$ cat config.mk
export PLATFORM = sky130hd
export DESIGN_NAME = sram_burst_top
export DESIGN_NICKNAME = d
export VERILOG_FILES = /design/src/rtl/sram_burst_pkg.sv /design/src/rtl/sram_burst_seq.sv /design/src/rtl/sram_sleep_ctrl.sv /design/src/rtl/sram_read_pipe.sv /design/src/rtl/sram_burst_top.sv
export SDC_FILE = /design/constraint.sdc
export NUM_CORES = 2
export LEC_CHECK = 0
export ABC_CLOCK_PERIOD_IN_PS = 9200
export BUFFER_PORTS_ARGS = -buffer_cell sky130_fd_sc_hd__buf_4
export CELL_PAD_IN_SITES_DETAIL_PLACEMENT = 1
export CELL_PAD_IN_SITES_GLOBAL_PLACEMENT = 2
export CORE_MARGIN = 3
export CORE_UTILIZATION = 40
export CTS_BUF_LIST = sky130_fd_sc_hd__clkbuf_4 sky130_fd_sc_hd__clkbuf_8
export CTS_CLUSTER_DIAMETER = 200
export DETAILED_ROUTE_END_ITERATION = 10
export PLACE_DENSITY = 0.64
export REMOVE_ABC_BUFFERS = 1
export SETUP_SLACK_MARGIN = 0.02
export SLEW_MARGIN = 20
export SYNTH_ARGS = -nofsm -noshare
export SYNTH_HDL_FRONTEND = slang
export SYNTH_SLANG_ARGS = --single-unit
$ cat constraint.sdc
create_clock -name clk -period 9.2 [get_ports clk]
set_clock_uncertainty 0.05 [all_clocks]
set_input_delay 1.84 -clock clk [delete_from_list [all_inputs] [get_ports clk]]
set_output_delay 1.84 -clock clk [all_outputs]
set_load 0.02 [all_outputs]
$ cat src/rtl/sram_burst_pkg.sv
package sram_burst_pkg;

  typedef enum logic [1:0] {
    SLP_AWAKE  = 2'd0,
    SLP_ENTER  = 2'd1,
    SLP_ASLEEP = 2'd2,
    SLP_WAKE   = 2'd3
  } slp_state_t;

  // Low two address bits of burst beat n.
  function automatic logic [1:0] beat_offset(input logic [1:0] base_lo,
                                             input logic [1:0] n,
                                             input logic       interleave);
    return interleave ? (base_lo ^ n) : (base_lo + n);
  endfunction

endpackage

$ cat src/rtl/sram_burst_seq.sv
module sram_burst_seq
  import sram_burst_pkg::*;
#(
  parameter int AW = 6
) (
  input  logic          clk,
  input  logic          rst_n,
  input  logic          take,
  input  logic          load,
  input  logic          sel,
  input  logic          wr_cmd,
  input  logic          order_sel,
  input  logic [AW-1:0] addr,
  output logic          acc_valid,
  output logic          acc_wr,
  output logic [AW-1:0] acc_addr
);

  logic [AW-1:0] base_q;
  logic [1:0]    cnt_q;
  logic          active_q;
  logic          wr_q;
  logic [AW-1:0] base_cur;
  logic [1:0]    beat_n;

  always_comb begin
    base_cur  = load ? addr : base_q;
    beat_n    = load ? 2'd0 : cnt_q;
    acc_addr  = {base_cur[AW-1:2], beat_offset(base_cur[1:0], beat_n, order_sel)};
    acc_valid = take && (load ? sel : active_q);
    acc_wr    = load ? wr_cmd : wr_q;
  end

  always_ff @(posedge clk or negedge rst_n) begin
    if (!rst_n) begin
      base_q   <= '0;
      cnt_q    <= '0;
      active_q <= 1'b0;
      wr_q     <= 1'b0;
    end else if (take) begin
      if (load) begin
        active_q <= sel;
        base_q   <= addr;
        wr_q     <= wr_cmd;
        cnt_q    <= 2'd1;
      end else if (active_q) begin
        cnt_q <= cnt_q + 2'd1;
      end
    end
  end

  AST_NO_ORPHAN_BEAT: assert property (@(posedge clk) disable iff (!rst_n)
    (take && !load && !active_q) |-> !acc_valid);

  AST_DESEL_NO_ACCESS: assert property (@(posedge clk) disable iff (!rst_n)
    (load && !sel) |-> !acc_valid);

endmodule

$ cat src/rtl/sram_sleep_ctrl.sv
module sram_sleep_ctrl
  import sram_burst_pkg::*;
(
  input  logic clk,
  input  logic rst_n,
  input  logic sleep,
  output logic ignore_in,
  output logic force_hiz
);

  slp_state_t state_q, state_d;

  always_comb begin
    state_d = state_q;
    unique case (state_q)
      SLP_AWAKE:  if (sleep) state_d = SLP_ENTER;
      SLP_ENTER:  state_d = sleep ? SLP_ASLEEP : SLP_AWAKE;
      SLP_ASLEEP: if (!sleep) state_d = SLP_WAKE;
      SLP_WAKE:   state_d = sleep ? SLP_ASLEEP : SLP_AWAKE;
      default:    state_d = SLP_AWAKE;
    endcase
  end

  always_ff @(posedge clk or negedge rst_n) begin
    if (!rst_n) state_q <= SLP_AWAKE;
    else        state_q <= state_d;
  end

  assign ignore_in = (state_q == SLP_ASLEEP) || (state_q == SLP_WAKE);
  assign force_hiz = ignore_in;

  AST_ENTER_TWO_EDGES: assert property (@(posedge clk) disable iff (!rst_n)
    $rose(ignore_in) |-> ($past(sleep) && $past(sleep, 2)));

  AST_EXIT_TWO_EDGES: assert property (@(posedge clk) disable iff (!rst_n)
    $fell(ignore_in) |-> (!$past(sleep) && !$past(sleep, 2)));

endmodule

$ cat src/rtl/sram_read_pipe.sv
module sram_read_pipe #(
  parameter int DW  = 32,
  parameter int LAT = 2
) (
  input  logic          clk,
  input  logic          rst_n,
  input  logic          adv,
  input  logic          in_valid,
  input  logic [DW-1:0] in_data,
  output logic          out_valid,
  output logic [DW-1:0] out_data
);

  logic          v_q [LAT];
  logic [DW-1:0] d_q [LAT];

  always_ff @(posedge clk or negedge rst_n) begin
    if (!rst_n) begin
      for (int i = 0; i < LAT; i++) begin
        v_q[i] <= 1'b0;
        d_q[i] <= '0;
      end
    end else if (adv) begin
      v_q[0] <= in_valid;
      d_q[0] <= in_valid ? in_data : '0;
      for (int i = 1; i < LAT; i++) begin
        v_q[i] <= v_q[i-1];
        d_q[i] <= d_q[i-1];
      end
    end
  end

  assign out_valid = v_q[LAT-1];
  assign out_data  = d_q[LAT-1];

  AST_STALL_HOLD: assert property (@(posedge clk) disable iff (!rst_n)
    !adv |=> ($stable(out_valid) && $stable(out_data)));

endmodule

$ cat src/rtl/sram_burst_top.sv
module sram_burst_top
  import sram_burst_pkg::*;
#(
  parameter int AW  = 6,
  parameter int NB  = 4,
  parameter int LAT = 2
) (
  input  logic            clk,
  input  logic            rst_n,
  input  logic            cke_n,
  input  logic            en_a_n,
  input  logic            en_b,
  input  logic            en_c_n,
  input  logic            load_n,
  input  logic            we_n,
  input  logic [NB-1:0]   bw_n,
  input  logic [AW-1:0]   addr,
  input  logic [8*NB-1:0] wdata,
  input  logic            oe_n,
  input  logic            order_sel,
  input  logic            sleep,
  output logic [8*NB-1:0] rdata,
  output logic            rdata_drv
);

  localparam int DW    = 8 * NB;
  localparam int DEPTH = 1 << AW;

  logic          ignore_in;
  logic          force_hiz;
  logic          take;
  logic          sel;
  logic          wr_cmd;
  logic          acc_valid;
  logic          acc_wr;
  logic [AW-1:0] acc_addr;
  logic [DW-1:0] rd_word;
  logic          pipe_valid;
  logic [DW-1:0] pipe_data;

  assign take   = !cke_n && !ignore_in;
  assign sel    = !en_a_n && en_b && !en_c_n;
  assign wr_cmd = !we_n && (bw_n != '1);

  sram_sleep_ctrl u_sleep (
    .clk       (clk),
    .rst_n     (rst_n),
    .sleep     (sleep),
    .ignore_in (ignore_in),
    .force_hiz (force_hiz)
  );

  sram_burst_seq #(.AW(AW)) u_seq (
    .clk       (clk),
    .rst_n     (rst_n),
    .take      (take),
    .load      (!load_n),
    .sel       (sel),
    .wr_cmd    (wr_cmd),
    .order_sel (order_sel),
    .addr      (addr),
    .acc_valid (acc_valid),
    .acc_wr    (acc_wr),
    .acc_addr  (acc_addr)
  );

  for (genvar l = 0; l < NB; l++) begin : g_lane
    logic [7:0] lane_mem [DEPTH];
    logic       lane_we;

    assign lane_we = acc_valid && acc_wr && !bw_n[l];

    always_ff @(posedge clk) begin
      if (lane_we) lane_mem[acc_addr] <= wdata[8*l +: 8];
    end

    assign rd_word[8*l +: 8] = lane_mem[acc_addr];
  end

  sram_read_pipe #(.DW(DW), .LAT(LAT)) u_pipe (
    .clk       (clk),
    .rst_n     (rst_n),
    .adv       (take),
    .in_valid  (acc_valid && !acc_wr),
    .in_data   (rd_word),
    .out_valid (pipe_valid),
    .out_data  (pipe_data)
  );

  assign rdata_drv = pipe_valid && !oe_n && !force_hiz;
  assign rdata     = rdata_drv ? pipe_data : '0;

  AST_OE_HIZ: assert property (@(posedge clk) disable iff (!rst_n)
    oe_n |-> !rdata_drv);

  AST_SLEEP_HIZ: assert property (@(posedge clk) disable iff (!rst_n)
    ignore_in |-> !rdata_drv);

  AST_UNDRIVEN_ZERO: assert property (@(posedge clk) disable iff (!rst_n)
    !rdata_drv |-> (rdata == '0));

endmodule

### Yosys cells after proc, flatten, opt, wreduce, memory -nomap -nowiden

Memory sizes are Yosys's and may differ from the RTL's.
Cells that the tools add are included.

* register bits after elaboration: 78
* bits in writable memories: 2048
* bits of input ports: 53
* output and inout port bits: 33
* word-level logic and storage cells: 73
* memories: 4

* $add $sub $neg: 2
* equality and inequality tests: 7
* multiplexer cells: 21
* bitwise logic cells: 1
* reduce and logical (&&, ||, !) cells: 29

Memories
* g_lane[0].lane_mem: words 64, bits a word 8, rd ports 1, clocked after Yosys merged registers in 0, wr ports 1, line sram_burst_top.sv:68 `logic [7:0] lane_mem [DEPTH];`
* g_lane[1].lane_mem: words 64, bits a word 8, rd ports 1, clocked after Yosys merged registers in 0, wr ports 1, line sram_burst_top.sv:68
* g_lane[2].lane_mem: words 64, bits a word 8, rd ports 1, clocked after Yosys merged registers in 0, wr ports 1, line sram_burst_top.sv:68
* g_lane[3].lane_mem: words 64, bits a word 8, rd ports 1, clocked after Yosys merged registers in 0, wr ports 1, line sram_burst_top.sv:68

Operators with widths (count)
* 32-bit two-way mux: 2
* 2-bit two-way mux: 7
* 1-bit logical AND: 13
* 1-bit logical NOT: 11
* 1-bit two-way mux: 10
* 6-bit two-way mux: 1
* 2-bit case mux with 3 select lines: 1
* 2-bit == test, second input constant: 2
* 2-bit != test, second input constant: 2
* 4-bit != test, second input constant: 1
* 2-bit AND reduction: 2
* 2-bit by 1-bit adder with 2-bit output, second input constant: 1
* 2-bit adder: 1
* 2-bit by 1-bit == test with 1-bit output, second input constant: 1
* 2-bit logical NOT: 1
* 2-bit by 1-bit != test with 1-bit output, second input constant: 1
* 2-bit OR reduction: 1
* 2-bit XOR: 1
* 1-bit logical OR: 1

### Logic depth before layout (Yosys ltp)

* word-level depth: 9
* gate-level depth with buffers: 18
* depth with buffers taken out: 9

### Cells and area by module

From an unflattened synthesis, not the netlist that was laid out.

* cell total of the unflattened synthesis: 4965
* area total of the unflattened synthesis: 83151.0 um^2

Modules (own cells, without submodules)
* sram_burst_top: times used 1, cells each 4667, area an instance 79361.1 um^2, sequential area each 61499.0 um^2
* sram_read_pipe: times used 1, cells each 243, area an instance 3130.5 um^2, sequential area each 1651.6 um^2
* sram_burst_seq: times used 1, cells each 48, area an instance 570.5 um^2, sequential area each 250.2 um^2
* sram_sleep_ctrl: times used 1, cells each 7, area an instance 88.8 um^2, sequential area each 50.0 um^2

### Least setup slack after synthesis

No wires, ideal clock.

* path kind: input-to-reg
* start: input port load_n
* end: memory g_lane[0].lane_mem[19][0] (enable)
* library setup time: 0.383 ns
* data arrival time: 5.556 ns
* required time: 8.767 ns
* path slack: 3.210 ns
* stages on the path: 15
* path buffers: 11
* path through: buf_4 buf_4 buf_2 buf_1 mux2_2 ha_1 buf_4 buf_6 buf_4 buf_4 buf_2 nand2_1 clkbuf_1 buf_1 nor3_1

* elaborated cells on any way between the ends: 12
* classes of those cells: add/sub (1); mux (7); bitwise (1); reduce/logical (3)

RTL lines
* start, declared: line sram_burst_top.sv:14 `input logic load_n,`
* 6-bit two-way mux (*)
* named net u_seq.base_cur[0]: line sram_burst_seq.sv:23 `logic [AW-1:0] base_cur;`
* 2-bit adder / 2-bit XOR (equally long branches): line sram_burst_pkg.sv:14 `return interleave ? (base_lo ^ n) : (base_lo + n);`
* 2-bit two-way mux (*): line sram_burst_pkg.sv:14
* end, declared: line sram_burst_top.sv:68

Mark *: on every way through the listed nets, which the timed path passes. The rest lies on a longest branch.

### Worst setup path in the final report

* start: input port load_n
* end: memory g_lane[3].lane_mem[40][2] (enable)

* elaborated cells on any way between the ends: 12
* classes of those cells: add/sub (1); mux (7); bitwise (1); reduce/logical (3)

RTL lines (line)
* 6-bit two-way mux (*)
* named net u_seq.base_cur[0]: sram_burst_seq.sv:23
* 2-bit adder / 2-bit XOR (equally long branches): sram_burst_pkg.sv:14
* 2-bit two-way mux (*): sram_burst_pkg.sv:14
* end, declared: sram_burst_top.sv:68

Marks and branches as above.

==> impl_metrics.env <==
export IMPL_relSlewSlack_pct=23.8
export IMPL_rsz0062_at_grt="false"
export IMPL_power_leakage_nw=29.5
export IMPL_hold_path_class="reg -> reg"
export IMPL_io_buffers=85
export IMPL_crit_path_end_kind="register"
export IMPL_clk_latency_ns=1.08
export IMPL_drv_slew=0
export IMPL_drt_wirelength_per_cell_um=33.8
export IMPL_track_usage_pct=24.6
export IMPL_cp_start_kind="input pin"
export IMPL_cp_top_family="simple AND/OR/NAND/NOR gates"
export IMPL_grt_max_degree=106
export IMPL_die_x_um=460
export IMPL_dieArea_um2=212000
export IMPL_grt_pass1_wl_mm=371
export IMPL_cts_buffers=375
export IMPL_grt_antenna_before_repair=17
export IMPL_status="completed"
export IMPL_route_detailed_drc=0
export IMPL_ys_ff_latch=2126
export IMPL_worstPathArrival_ns=6.95
export IMPL_ys_seq_area_share_pct=76.9
export IMPL_worstSetupPathType="in -> reg"
export IMPL_cts_sinks=2126
export IMPL_crit_fanout=86
export IMPL_rows=166
export IMPL_drv_cap=0
export IMPL_setup_viol=0
export IMPL_yosysUniqueCellTypes=84
export IMPL_worst_path_max_delay_cell="nor3_1"
export IMPL_required_ns=9.83
export IMPL_path_clk_slew_ns=0.06
export IMPL_hold_ws_ns=0.383
export IMPL_ys_top_cells_by_area="edfxtp_1 (75%), mux4_2 (6.8%), dfrtp_1 (2.4%)"
export IMPL_io_pins=86
export IMPL_period_share_pct=68.7
export IMPL_finalWorstSetupSlack_ns=2.88
export IMPL_ctsHoldBuffers=0
export IMPL_vias_per_cell=5.93
export IMPL_hold_viol_final=0
export IMPL_final_net_count=4819
export IMPL_synth_edff_count=2048
export IMPL_routed_wirelength_mm=262
export IMPL_postLayoutCoreUtil_pct=45.6
export IMPL_start_util_pct=40.3
export IMPL_cts_resized=0
export IMPL_cts_setup_buffers=0
export IMPL_root_buffer="clkbuf_8"
export IMPL_grt_pass1_vias=47816
export IMPL_pre_cts_ws_ns=1.95
export IMPL_drt_iter0_drc=4397
export IMPL_gp_congestion=0.787
export IMPL_power_density_nw_per_um2=279
export IMPL_max_freq_ghz=0.158
export IMPL_synth_top_area_cell="edfxtp_1"
export IMPL_ys_async_sr_fraction_pct=3.67
export IMPL_synth_area_per_cell_um2=18.3
export IMPL_cts_tree="built"
export IMPL_tns_ns=0
export IMPL_drive_above_1_share_pct=24.0
export IMPL_final_cell_area_um2=93500
export IMPL_slowest_delay_ns=1.04
export IMPL_syn_to_final_growth_pct=13.3
export IMPL_clock_path_buffers=4
export IMPL_synth_warnings=0
export IMPL_worst_pin_slew_ns=1.14
export IMPL_finalPower_mw=26.1
export IMPL_core_area_um2=205000
export IMPL_final_min_clock_period_ns=6.32
export IMPL_first_pass_iters=5
export IMPL_syn_area_um2=82500
export IMPL_peakVddDrop_mv=0.246
export IMPL_crit_chain="buf_4, mux2_2, ha_4, nor2b_1, a211o_4, nand2_8, nor3_1, nand2_1, nor2_1"
export IMPL_fin_cells=7741
export IMPL_placedCellCount=7076
export IMPL_critPathBufInv=1
export IMPL_placed_cell_area_um2=86200
export IMPL_synth_top_flop_cell="edfxtp_1"
export IMPL_syn_inst=4514
export IMPL_vias=45885
export IMPL_die_h_um=460
export IMPL_htree_levels=5
export IMPL_antenna_left=0
export IMPL_hpwl_mm=152
export IMPL_yosysTopAreaCellShare_pct=74.6
export IMPL_grt_overflow_total=0
==> cells in the final DEF (no fill, tap or decap), drive strengths merged, types with 29 or more instances in the layout <==
cell	count
edfxtp	2048
clkbuf	539
nor2	288
o22ai	257
mux4	248
nand2	238
buf	176
mux2i	148
mux2	113
clkinv	107
o21ai	100
dfrtp	78
a21oi	75
nor3	67
o32ai	60
a22oi	45
nand3	40
and2	37
a211oi	29
==> metal layers <==
layer | global-route usage, % | wire length [um] | vias up
li1 | - | - | 19033
met1 | 35.3 | 116000 | 24791
met2 | 38.5 | 123000 | 1653
met3 | 4.18 | 16000 | 406
met4 | 7.47 | 7090 | 2
met5 | 0 | 13 | -
==> state kept, by name, indices dropped and copies added (netlist names), named ones only <==
name	count
g_lane.lane_mem	2048
u_pipe.d_q	32
u_pipe.out_data	32
u_seq.base_q	6
u_seq.cnt_q	2
u_pipe.out_valid	1
u_pipe.v_q	1
u_seq.active_q	1
u_seq.wr_q	1
u_sleep.state_q	1
==> cell usage after synthesis, drive strengths merged (40+ instances only) <==
cell type and count:
dfrtp 78, o21ai 100, nand2 238, buf 196
a22oi 45, mux4 248, o22ai 257, clkbuf 106
nor2 288, mux2 113, o32ai 60, nor3 67
mux2i 148, nand3 40, a21oi 75, edfxtp 2048
==> report_power, final <==
group          leakage (nW)  total, mW  switching (mW)  internal (mW)
clock network          3.85       8.60            3.87           4.73
logic                  6.17       6.64            4.38           2.25
registers              19.5       10.8           0.110           10.7
total                  29.5       26.1            8.36           17.7
==> worst reg2reg max path: stages, from the launching register on <==
cell	delay, ns
dfrtp_1	0.43
and2_1	0.20
ha_4	0.13
nor2b_1	0.59
a211o_4	0.27
nand2_8	0.41
nor3_1	1.05
nand2_1	0.97
nor2_1	0.90
==> worst paths after layout <==
check                                         from                        end  slack [ns]  cells after the start
worst max-delay path                        load_n  g_lane[3].lane_mem[40][2]        2.88                      9
worst min-delay path            u_sleep.state_q[0]         u_sleep.state_q[0]        0.38                      1
worst max register to register      u_seq.cnt_q[0]  g_lane[3].lane_mem[40][2]        3.81                      8
worst min register to register  u_sleep.state_q[0]         u_sleep.state_q[0]        0.38                      1
max in group asynchronous                    rst_n        u_pipe.out_data[20]        6.82                      2
min in group asynchronous                    rst_n        u_pipe.out_data[12]        0.74                      1
==> cell type report <==
cell class | instances | area (um^2)
diodes | 9 | 22.5
repair buffers | 176 | 1420
clock buffers | 539 | 6540
well taps | 2688 | 3360
multi-input cells | 2084 | 18000
inverters | 2 | 10.0
flip-flops and latches | 2126 | 63500
clock inverters | 117 | 676
fillers | 19299 | 111000
==> logic make-up after synthesis <==
group | Yosys count | synth area share [%]
xor gates and xnor gates | 4 | 0.0652
and+or+nand+nor | 761 | 4.10
AOI/OAI and AO/OA | 809 | 6.96
adders and majority gates | 1 | 0.0152
muxes | 509 | 10.1
DFF | 2126 | 76.9
buffers and inverters | 304 | 1.80
Note: power is estimated with default switching activity, not from simulation.
